File: src/rtl/voq_sched_pkg.sv
package voq_sched_pkg;

    // Launch state of the slot that was just decided
    typedef enum logic [0:0] {
        SLOT_IDLE   = 1'b0,
        SLOT_LAUNCH = 1'b1
    } slot_state_e;

endpackage

File: src/rtl/voq_cell_fifo.sv
module voq_cell_fifo #(
    parameter int DEPTH = 4,
    parameter int WIDTH = 8
) (
    input  logic             clk,
    input  logic             rst_n,
    input  logic             push,
    input  logic [WIDTH-1:0] din,
    input  logic             pop,
    output logic [WIDTH-1:0] head,
    output logic             empty,
    output logic             full
);
    localparam int AW = (DEPTH > 1) ? $clog2(DEPTH) : 1;
    localparam int CW = $clog2(DEPTH + 1);

    logic [WIDTH-1:0] mem [DEPTH];
    logic [AW-1:0]    wr_ptr;
    logic [AW-1:0]    rd_ptr;
    logic [CW-1:0]    count;

    always_ff @(posedge clk) begin
        if (push) begin
            mem[wr_ptr] <= din;
        end
    end

    always_ff @(posedge clk) begin
        if (!rst_n) begin
            wr_ptr <= '0;
            rd_ptr <= '0;
            count  <= '0;
        end else begin
            if (push) begin
                wr_ptr <= (wr_ptr == AW'(DEPTH - 1)) ? '0 : wr_ptr + 1'b1;
            end
            if (pop) begin
                rd_ptr <= (rd_ptr == AW'(DEPTH - 1)) ? '0 : rd_ptr + 1'b1;
            end
            unique case ({push, pop})
                2'b10:   count <= count + 1'b1;
                2'b01:   count <= count - 1'b1;
                default: count <= count;
            endcase
        end
    end

    always_comb begin
        head  = mem[rd_ptr];
        empty = (count == '0);
        full  = (count == CW'(DEPTH));
    end

    // the caller never writes into a full queue
    a_r1_no_overflow: assert property (@(posedge clk) disable iff (!rst_n)
        push |-> !full);

    // the scheduler never takes a cell from an empty queue
    a_r2_no_underflow: assert property (@(posedge clk) disable iff (!rst_n)
        pop |-> !empty);

endmodule

File: src/rtl/voq_credit_ctr.sv
module voq_credit_ctr #(
    parameter int CREDITS = 2
) (
    input  logic clk,
    input  logic rst_n,
    input  logic ret,
    input  logic take,
    output logic avail
);
    localparam int CW = $clog2(CREDITS + 1);

    logic [CW-1:0] cnt;

    always_ff @(posedge clk) begin
        if (!rst_n) begin
            cnt <= CW'(CREDITS);
        end else begin
            unique case ({ret, take})
                2'b10:   cnt <= cnt + 1'b1;
                2'b01:   cnt <= cnt - 1'b1;
                default: cnt <= cnt;
            endcase
        end
    end

    always_comb begin
        avail = (cnt != '0);
    end

    // a launch is only made against a held credit
    a_r6_take_needs_credit: assert property (@(posedge clk) disable iff (!rst_n)
        take |-> cnt != '0);

    // a lone return never lifts the counter past the buffer size
    a_r6_no_excess_return: assert property (@(posedge clk) disable iff (!rst_n)
        (ret && !take) |-> cnt < CW'(CREDITS));

    // return and consume in one slot cancel out
    a_r6_paired_hold: assert property (@(posedge clk) disable iff (!rst_n)
        (ret && take) |=> $stable(cnt));

endmodule

File: src/rtl/voq_rr_pick.sv
module voq_rr_pick #(
    parameter int N = 4
) (
    input  logic                 clk,
    input  logic                 rst_n,
    input  logic [N-1:0]         req,
    input  logic [$clog2(N)-1:0] ptr,
    output logic [N-1:0]         grant,
    output logic [$clog2(N)-1:0] gidx,
    output logic                 found
);
    localparam int IW = $clog2(N);

    always_comb begin
        grant = '0;
        gidx  = '0;
        found = 1'b0;
        for (int i = 0; i < N; i++) begin
            int s;
            s = int'(ptr) + i;
            if (s >= N) begin
                s = s - N;
            end
            if (!found && req[s]) begin
                found    = 1'b1;
                gidx     = IW'(s);
                grant[s] = 1'b1;
            end
        end
    end

    // one queue at most wins a slot
    a_r4_single_grant: assert property (@(posedge clk) disable iff (!rst_n)
        $onehot0(grant));

    // only an eligible queue can win
    a_r3_grant_on_request: assert property (@(posedge clk) disable iff (!rst_n)
        (grant & ~req) == '0);

    // some eligible queue always wins when any exists
    a_r5_no_idle_with_request: assert property (@(posedge clk) disable iff (!rst_n)
        (req != '0) |-> $countones(grant) == 1);

endmodule

File: src/rtl/voq_credit_sched.sv
module voq_credit_sched
    import voq_sched_pkg::*;
#(
    parameter int N_OUT      = 4,
    parameter int Q_DEPTH    = 4,
    parameter int XP_CREDITS = 2,
    parameter int CELL_W     = 8
) (
    input  logic                     clk,
    input  logic                     rst_n,
    input  logic                     arr_valid,
    input  logic [$clog2(N_OUT)-1:0] arr_dest,
    input  logic [CELL_W-1:0]        arr_data,
    output logic                     arr_stall,
    output logic                     xb_valid,
    output logic [$clog2(N_OUT)-1:0] xb_dest,
    output logic [CELL_W-1:0]        xb_data,
    input  logic [N_OUT-1:0]         credit_ret
);
    localparam int IW = $clog2(N_OUT);

    logic [N_OUT-1:0]  q_push;
    logic [N_OUT-1:0]  q_empty;
    logic [N_OUT-1:0]  q_full;
    logic [N_OUT-1:0]  cr_avail;
    logic [N_OUT-1:0]  eligible;
    logic [N_OUT-1:0]  grant;
    logic [CELL_W-1:0] q_head [N_OUT];
    logic [IW-1:0]     gidx;
    logic              any_pick;
    logic [IW-1:0]     ptr_q;
    logic [IW-1:0]     xb_dest_q;
    logic [CELL_W-1:0] xb_data_q;
    slot_state_e       state_q;
    slot_state_e       state_d;

    // Per-destination queues and credit counters
    for (genvar j = 0; j < N_OUT; j++) begin : g_dest
        always_comb begin
            q_push[j]   = arr_valid && (arr_dest == IW'(j)) && !q_full[j];
            eligible[j] = !q_empty[j] && cr_avail[j];
        end

        voq_cell_fifo #(
            .DEPTH (Q_DEPTH),
            .WIDTH (CELL_W)
        ) u_queue (
            .clk   (clk),
            .rst_n (rst_n),
            .push  (q_push[j]),
            .din   (arr_data),
            .pop   (grant[j]),
            .head  (q_head[j]),
            .empty (q_empty[j]),
            .full  (q_full[j])
        );

        voq_credit_ctr #(
            .CREDITS (XP_CREDITS)
        ) u_credit (
            .clk   (clk),
            .rst_n (rst_n),
            .ret   (credit_ret[j]),
            .take  (grant[j]),
            .avail (cr_avail[j])
        );
    end

    always_comb begin
        arr_stall = arr_valid && q_full[arr_dest];
    end

    voq_rr_pick #(
        .N (N_OUT)
    ) u_pick (
        .clk   (clk),
        .rst_n (rst_n),
        .req   (eligible),
        .ptr   (ptr_q),
        .grant (grant),
        .gidx  (gidx),
        .found (any_pick)
    );

    // Round-robin pointer
    always_ff @(posedge clk) begin
        if (!rst_n) begin
            ptr_q <= '0;
        end else if (any_pick) begin
            ptr_q <= (gidx == IW'(N_OUT - 1)) ? '0 : gidx + 1'b1;
        end
    end

    // Slot state: next-state decision
    always_comb begin
        state_d = state_q;
        unique case (state_q)
            SLOT_IDLE:   state_d = any_pick ? SLOT_LAUNCH : SLOT_IDLE;
            SLOT_LAUNCH: state_d = any_pick ? SLOT_LAUNCH : SLOT_IDLE;
            default:     state_d = SLOT_IDLE;
        endcase
    end

    // Slot state register
    always_ff @(posedge clk) begin
        if (!rst_n) begin
            state_q <= SLOT_IDLE;
        end else begin
            state_q <= state_d;
        end
    end

    // Launched cell holding register
    always_ff @(posedge clk) begin
        if (!rst_n) begin
            xb_dest_q <= '0;
            xb_data_q <= '0;
        end else if (any_pick) begin
            xb_dest_q <= gidx;
            xb_data_q <= q_head[gidx];
        end
    end

    // Outputs
    always_comb begin
        xb_valid = (state_q == SLOT_LAUNCH);
        xb_dest  = xb_dest_q;
        xb_data  = xb_data_q;
    end

    // a slot with a winner launches in the next cycle
    a_r4_launch_follows: assert property (@(posedge clk) disable iff (!rst_n)
        any_pick |=> xb_valid);

    // a slot without a winner leaves the crossbar idle
    a_r4_idle_follows: assert property (@(posedge clk) disable iff (!rst_n)
        !any_pick |=> !xb_valid);

    // pointer holds when nothing was sent
    a_r5_ptr_hold: assert property (@(posedge clk) disable iff (!rst_n)
        !any_pick |=> $stable(ptr_q));

    // a refused arrival writes no queue
    a_r1_stall_no_write: assert property (@(posedge clk) disable iff (!rst_n)
        arr_stall |-> q_push == '0);

endmodule

File: config.mk
export PLATFORM = sky130hd
export DESIGN_NAME = voq_credit_sched
export DESIGN_NICKNAME = d
export VERILOG_FILES = /design/src/rtl/voq_sched_pkg.sv /design/src/rtl/voq_cell_fifo.sv /design/src/rtl/voq_credit_ctr.sv /design/src/rtl/voq_rr_pick.sv /design/src/rtl/voq_credit_sched.sv
export SDC_FILE = /design/constraint.sdc
export NUM_CORES = 1
export LEC_CHECK = 0
export BUFFER_PORTS_ARGS = -buffer_cell sky130_fd_sc_hd__buf_2
export CORE_MARGIN = 4
export CORE_UTILIZATION = 45
export CTS_CLUSTER_SIZE = 10
export DETAILED_ROUTE_END_ITERATION = 7
export SLEW_MARGIN = 20
export SYNTH_ARGS = -nofsm -noshare
export SYNTH_HDL_FRONTEND = slang
export SYNTH_SLANG_ARGS = --single-unit
File: constraint.sdc
create_clock -name clk -period 3.9 [get_ports clk]
set_input_delay 0.78 -clock clk [delete_from_list [all_inputs] [get_ports clk]]
set_output_delay 0.78 -clock clk [all_outputs]
set_load 0.05 [all_outputs]
==> results_tabular.tex <==
\begin{tabular}{lr}
\hline
Metric & Value \\
\hline
\multicolumn{2}{l}{\textbf{Final layout}} \\
Combined area of the multi-input logic cells & 3040 um\^{}2 \\
Layout overhead on the synthesized area & 12.6\% \\
Flip-flop and latch area & 4980 um\^{}2 \\
Count of nets after finishing & 659 \\
Share of layout cells above drive strength 1 & 0.205 \\
Design Area, Final & 9280 um\^{}2 \\
Filler cell count & 1500 \\
Antenna diodes & 0 \\
\multicolumn{2}{l}{\textbf{Min path}} \\
Class of the most critical hold timing path & flip-flop to flip-flop \\
Min-Delay Endpoint & xb\_dest[0] \\
Start point of the worst hold path & xb\_dest[0] \\
Worst hold stages & 2 \\
\multicolumn{2}{l}{\textbf{Synthesis}} \\
Synth Register Bits & 185 \\
Synth top area share & 0.466 \\
Count of flip-flops with a built-in enable after synthesis & 128 \\
Post-synthesis instance area & 8240 um\^{}2 \\
Library cell occupying the most area in the post-synthesis netlist & sky130\_fd\_sc\_hd\_\_edfxtp\_1 \\
Post-synthesis net count & 615 \\
Prevailing post-synth register cell & sky130\_fd\_sc\_hd\_\_edfxtp\_1 \\
Distinct cell type count of the synthesized netlist & 51 \\
Ranking of synthesized cells by area & sky130\_fd\_sc\_hd\_\_edfxtp\_1 (47\%), sky130\_fd\_sc\_hd\_\_dfxtp\_1 (14\%), sky130\_fd\_sc\_hd\_\_mux4\_2 (9.6\%) \\
Asr flop ratio synth & 0 \\
Syn Area/Cell & 14.8 um\^{}2 \\
Number of instances in the synthesized netlist & 558 \\
Proportion of synthesized chip area in sequential cells & 0.605 \\
Count of yosys warnings during synthesis & 0 \\
\multicolumn{2}{l}{\textbf{Placement}} \\
Area of placed instances & 8710 um\^{}2 \\
Number of buffer cells added on primary ports & 28 \\
Global placer's final weighted congestion & 0.779 \\
HPWL Detailed & 11700 um \\
\multicolumn{2}{l}{\textbf{Setup path}} \\
Kind of critical path & flip-flop to flip-flop \\
Worst reg2reg path depth & 11 \\
Endpoint of the worst register-to-register path & g\_dest[3].u\_queue.count[2] \\
Largest fanout of any net on the critical path & 8 \\
Data required time at the worst endpoint & 4.26 ns \\
Startpoint Class & flip-flop \\
Worst setup slack for register-to-register paths & 0.29 ns \\
Worst reg2reg path startpoint & g\_dest[0].u\_queue.count[0] \\
Signal arrival time at the worst endpoint & 3.97 ns \\
Kind of end point of the critical path & flip-flop \\
\multicolumn{2}{l}{\textbf{Power and ir drop}} \\
Combinational Power Share & 0.459 \\
Fraction of power consumed by sequential logic & 0.326 \\
Power per Cell Area & 835 nW/um\^{}2 \\
Portion of total power attributed to the clock network & 0.214 \\
Psw & 2.98 mW \\
Net switching share of the total power & 0.384 \\
Cell Int Power & 4.77 mW \\
Lkg Pwr & 3.27 nW \\
Max VDD drop & 422 uV \\
Total chip power & 7.75 mW \\
\multicolumn{2}{l}{\textbf{Routing}} \\
Residual antenna-violating net count after detailed routing & 0 \\
Remaining routing DRC violations & 0 \\
Violation count after the first detailed-routing iteration & 324 \\
Post-DR wirelength/cell & 19.2 um \\
Average vias per placed instance & 5.59 \\
Sum of routed wire length over all layers & 16200 um \\
Via count & 4720 \\
Number of detailed-routing iterations run before antenna repair & 5 \\
\multicolumn{2}{l}{\textbf{Clock network}} \\
TritonCTS buffer count & 17 \\
CTS tree & done \\
Hold-fix buffers at CTS & 0 \\
Post-CTS Setup Bufs & 0 \\
Number of gates resized after CTS & 0 \\
Clock insertion delay at the later pin of the skew report & 0.43 ns \\
Clock net sink count & 185 \\
Maximum level of the CTS H-tree & 4 \\
Clock transition at the registers of the reported paths & 0.07 ns \\
Clock root buffer master & sky130\_fd\_sc\_hd\_\_clkbuf\_16 \\
Clock Path Buffers & 2 \\
\multicolumn{2}{l}{\textbf{Timing}} \\
Final-layout setup total negative slack & 0 ns \\
Slew Limit Fails & 0 \\
Post-route fraction of the period consumed by the critical path & 0.926 \\
Setup Skew & 0.0143 ns \\
Setup repair after global routing missed its margin & no \\
Clock period minus final worst setup slack & 3.61 ns \\
Number of setup violations in the final report & 0 \\
Maximum operating frequency & 277 MHz \\
Slew HR & 0.561 \\
Number of endpoints with negative hold slack in the final report & 0 \\
Transition time of the tightest slew-check pin & 0.651 ns \\
\multicolumn{2}{l}{\textbf{Die}} \\
Die width & 143 um \\
IO Count & 29 \\
Floorplan die height & 143 um \\
Num rows & 49 \\
Effective utilization at floorplan & 0.459 \\
Area of the die & 20500 um\^{}2 \\
Area of the placeable core & 18000 um\^{}2 \\
\multicolumn{2}{l}{\textbf{Global route}} \\
Largest net degree at the start of global routing & 42 \\
Remaining Overflow, GRT & 0 \\
Total routing usage reported by global routing & 0.167 \\
Initial antenna violation count & 0 \\
Vias in the first global route & 4794 \\
Wire length of the first global-routing pass & 26300 um \\
\multicolumn{2}{l}{\textbf{Outcome}} \\
Status & finished clean \\
\multicolumn{2}{l}{\textbf{Job}} \\
Max cap viols & 0 \\
\hline
\end{tabular}
placed cells by master (no fill, tap or decap), types with 13 or more instances in the layout:
cell	synthesis	final
sky130_fd_sc_hd__buf_2	2	28
sky130_fd_sc_hd__buf_4	0	19
sky130_fd_sc_hd__o21ai_0	21	21
sky130_fd_sc_hd__nor2b_1	15	15
sky130_fd_sc_hd__inv_1	30	30
sky130_fd_sc_hd__edfxtp_1	128	128
sky130_fd_sc_hd__ha_1	36	36
sky130_fd_sc_hd__mux4_2	35	35
sky130_fd_sc_hd__a21oi_1	13	13
sky130_fd_sc_hd__clkbuf_16	0	17
sky130_fd_sc_hd__xnor2_1	15	15
sky130_fd_sc_hd__nand3_1	20	20
sky130_fd_sc_hd__and2_1	28	28
sky130_fd_sc_hd__nand2_1	18	18
sky130_fd_sc_hd__dfxtp_1	57	57
stage by stage:
step | setup slack, ns | instances | hold slack (ns) | utilization
floorplan | 0.164 | 558 | 0.476 | -
global placement | 0.410 | 812 | 0.474 | 0.485
detailed placement | 0.368 | 812 | 0.480 | 0.485
global route | 0.0550 | 844 | 0.514 | 0.517
finish | 0.287 | 844 | 0.492 | 0.517
CTS | 0.331 | 844 | 0.498 | 0.517
worst max-delay path, cell delays in order (launching register included):
cell	delay (ns)
sky130_fd_sc_hd__dfxtp_1	0.37
sky130_fd_sc_hd__o32a_1	0.49
sky130_fd_sc_hd__mux4_1	0.60
sky130_fd_sc_hd__nand2_1	0.11
sky130_fd_sc_hd__a21oi_1	0.06
sky130_fd_sc_hd__a221oi_1	0.47
sky130_fd_sc_hd__inv_1	0.18
sky130_fd_sc_hd__ha_1	0.26
sky130_fd_sc_hd__fa_1	0.38
sky130_fd_sc_hd__xnor2_1	0.15
sky130_fd_sc_hd__or3_1	0.30
sky130_fd_sc_hd__a21boi_0	0.16
metal layers:
layer,track usage,part of all wire,up-vias
met3,0.0379,0.040,13
met2,0.271,0.49,85
met1,0.230,0.46,2393
li1,-,-,2229
met5,0,0,-
met4,0.0456,0.010,0
cells by family (layout without fill, tap and decap cells):
group / after synthesis / in the layout / synth area share
muxes: 56 / 56 / 0.128
and+or+nand+nor: 120 / 120 / 0.0837
buffers and inverters: 53 / 110 / 0.0264
xor gates and xnor gates: 17 / 17 / 0.0181
adders and majority gates: 40 / 40 / 0.0644
DFF: 185 / 185 / 0.605
AOI/OAI and AO/OA: 87 / 87 / 0.0746
cell usage after synthesis, types with 2 or more instances:
library cell	number
sky130_fd_sc_hd__fa_1	4
sky130_fd_sc_hd__buf_1	8
sky130_fd_sc_hd__a32oi_1	2
sky130_fd_sc_hd__buf_2	2
sky130_fd_sc_hd__dfxtp_1	57
sky130_fd_sc_hd__a221o_1	8
sky130_fd_sc_hd__buf_6	2
sky130_fd_sc_hd__a211oi_1	9
sky130_fd_sc_hd__nand2_1	18
sky130_fd_sc_hd__o32a_1	4
sky130_fd_sc_hd__nor2_1	6
sky130_fd_sc_hd__inv_1	30
sky130_fd_sc_hd__o32ai_1	4
sky130_fd_sc_hd__clkbuf_1	9
sky130_fd_sc_hd__a21boi_0	10
sky130_fd_sc_hd__xnor2_1	15
sky130_fd_sc_hd__or3_1	12
sky130_fd_sc_hd__mux4_2	35
sky130_fd_sc_hd__edfxtp_1	128
sky130_fd_sc_hd__mux2_4	8
sky130_fd_sc_hd__nor4_1	3
sky130_fd_sc_hd__nor2b_1	15
sky130_fd_sc_hd__a221oi_1	4
sky130_fd_sc_hd__a31oi_1	3
sky130_fd_sc_hd__and2_1	28
sky130_fd_sc_hd__ha_1	36
sky130_fd_sc_hd__nand2b_1	2
sky130_fd_sc_hd__nand3_1	20
sky130_fd_sc_hd__a311oi_1	2
sky130_fd_sc_hd__mux2i_1	12
sky130_fd_sc_hd__xor2_1	2
sky130_fd_sc_hd__a21oi_1	13
sky130_fd_sc_hd__nor3_1	9
sky130_fd_sc_hd__o21ai_0	21
flip-flops by register name, indices dropped and copies added (netlist names), named ones only:
name                   cells
xb_dest                    2
ptr_q                      1
g_dest.u_queue.wr_ptr      8
xb_valid                   1
g_dest.u_queue.count      12
g_dest.u_queue.mem       128
g_dest.u_credit.cnt        8
xb_data                    8
g_dest.u_queue.rd_ptr      8
power groups by stage:
stage	clock network [mW]	registers [mW]	logic (mW)
after floorplan	0	2.61	2.58
after global placement	0	2.56	3.49
after detailed placement	0	2.58	3.56
after CTS	1.71	2.54	3.58
after global routing	1.78	2.57	3.91
final	1.66	2.53	3.56
cell type report:
type / count / share of cell area
Clock buffer: 17 / 0.0458
Timing Repair Buffer: 47 / 0.0305
Tap cell: 229 / 0.0309
Inverter: 31 / 0.0125
Clock inverter: 15 / 0.0160
Multi-Input combinational cell: 320 / 0.327
Sequential cell: 185 / 0.537
worst max path at each step:
stage | cells after the start | endpoint | start
final | 11 | g_dest[3].u_queue.count[2] | g_dest[0].u_queue.count[0]
after CTS | 11 | g_dest[0].u_queue.count[2] | g_dest[0].u_queue.count[0]
after global placement | 11 | g_dest[3].u_queue.count[2] | g_dest[0].u_queue.count[0]
after floorplan | 14 | g_dest[0].u_queue.count[2] | ptr_q[1]
after global routing | 11 | g_dest[3].u_queue.count[2] | g_dest[0].u_queue.count[0]
after detailed placement | 11 | g_dest[0].u_queue.count[2] | g_dest[0].u_queue.count[0]
(Power assumes the default switching activity.)
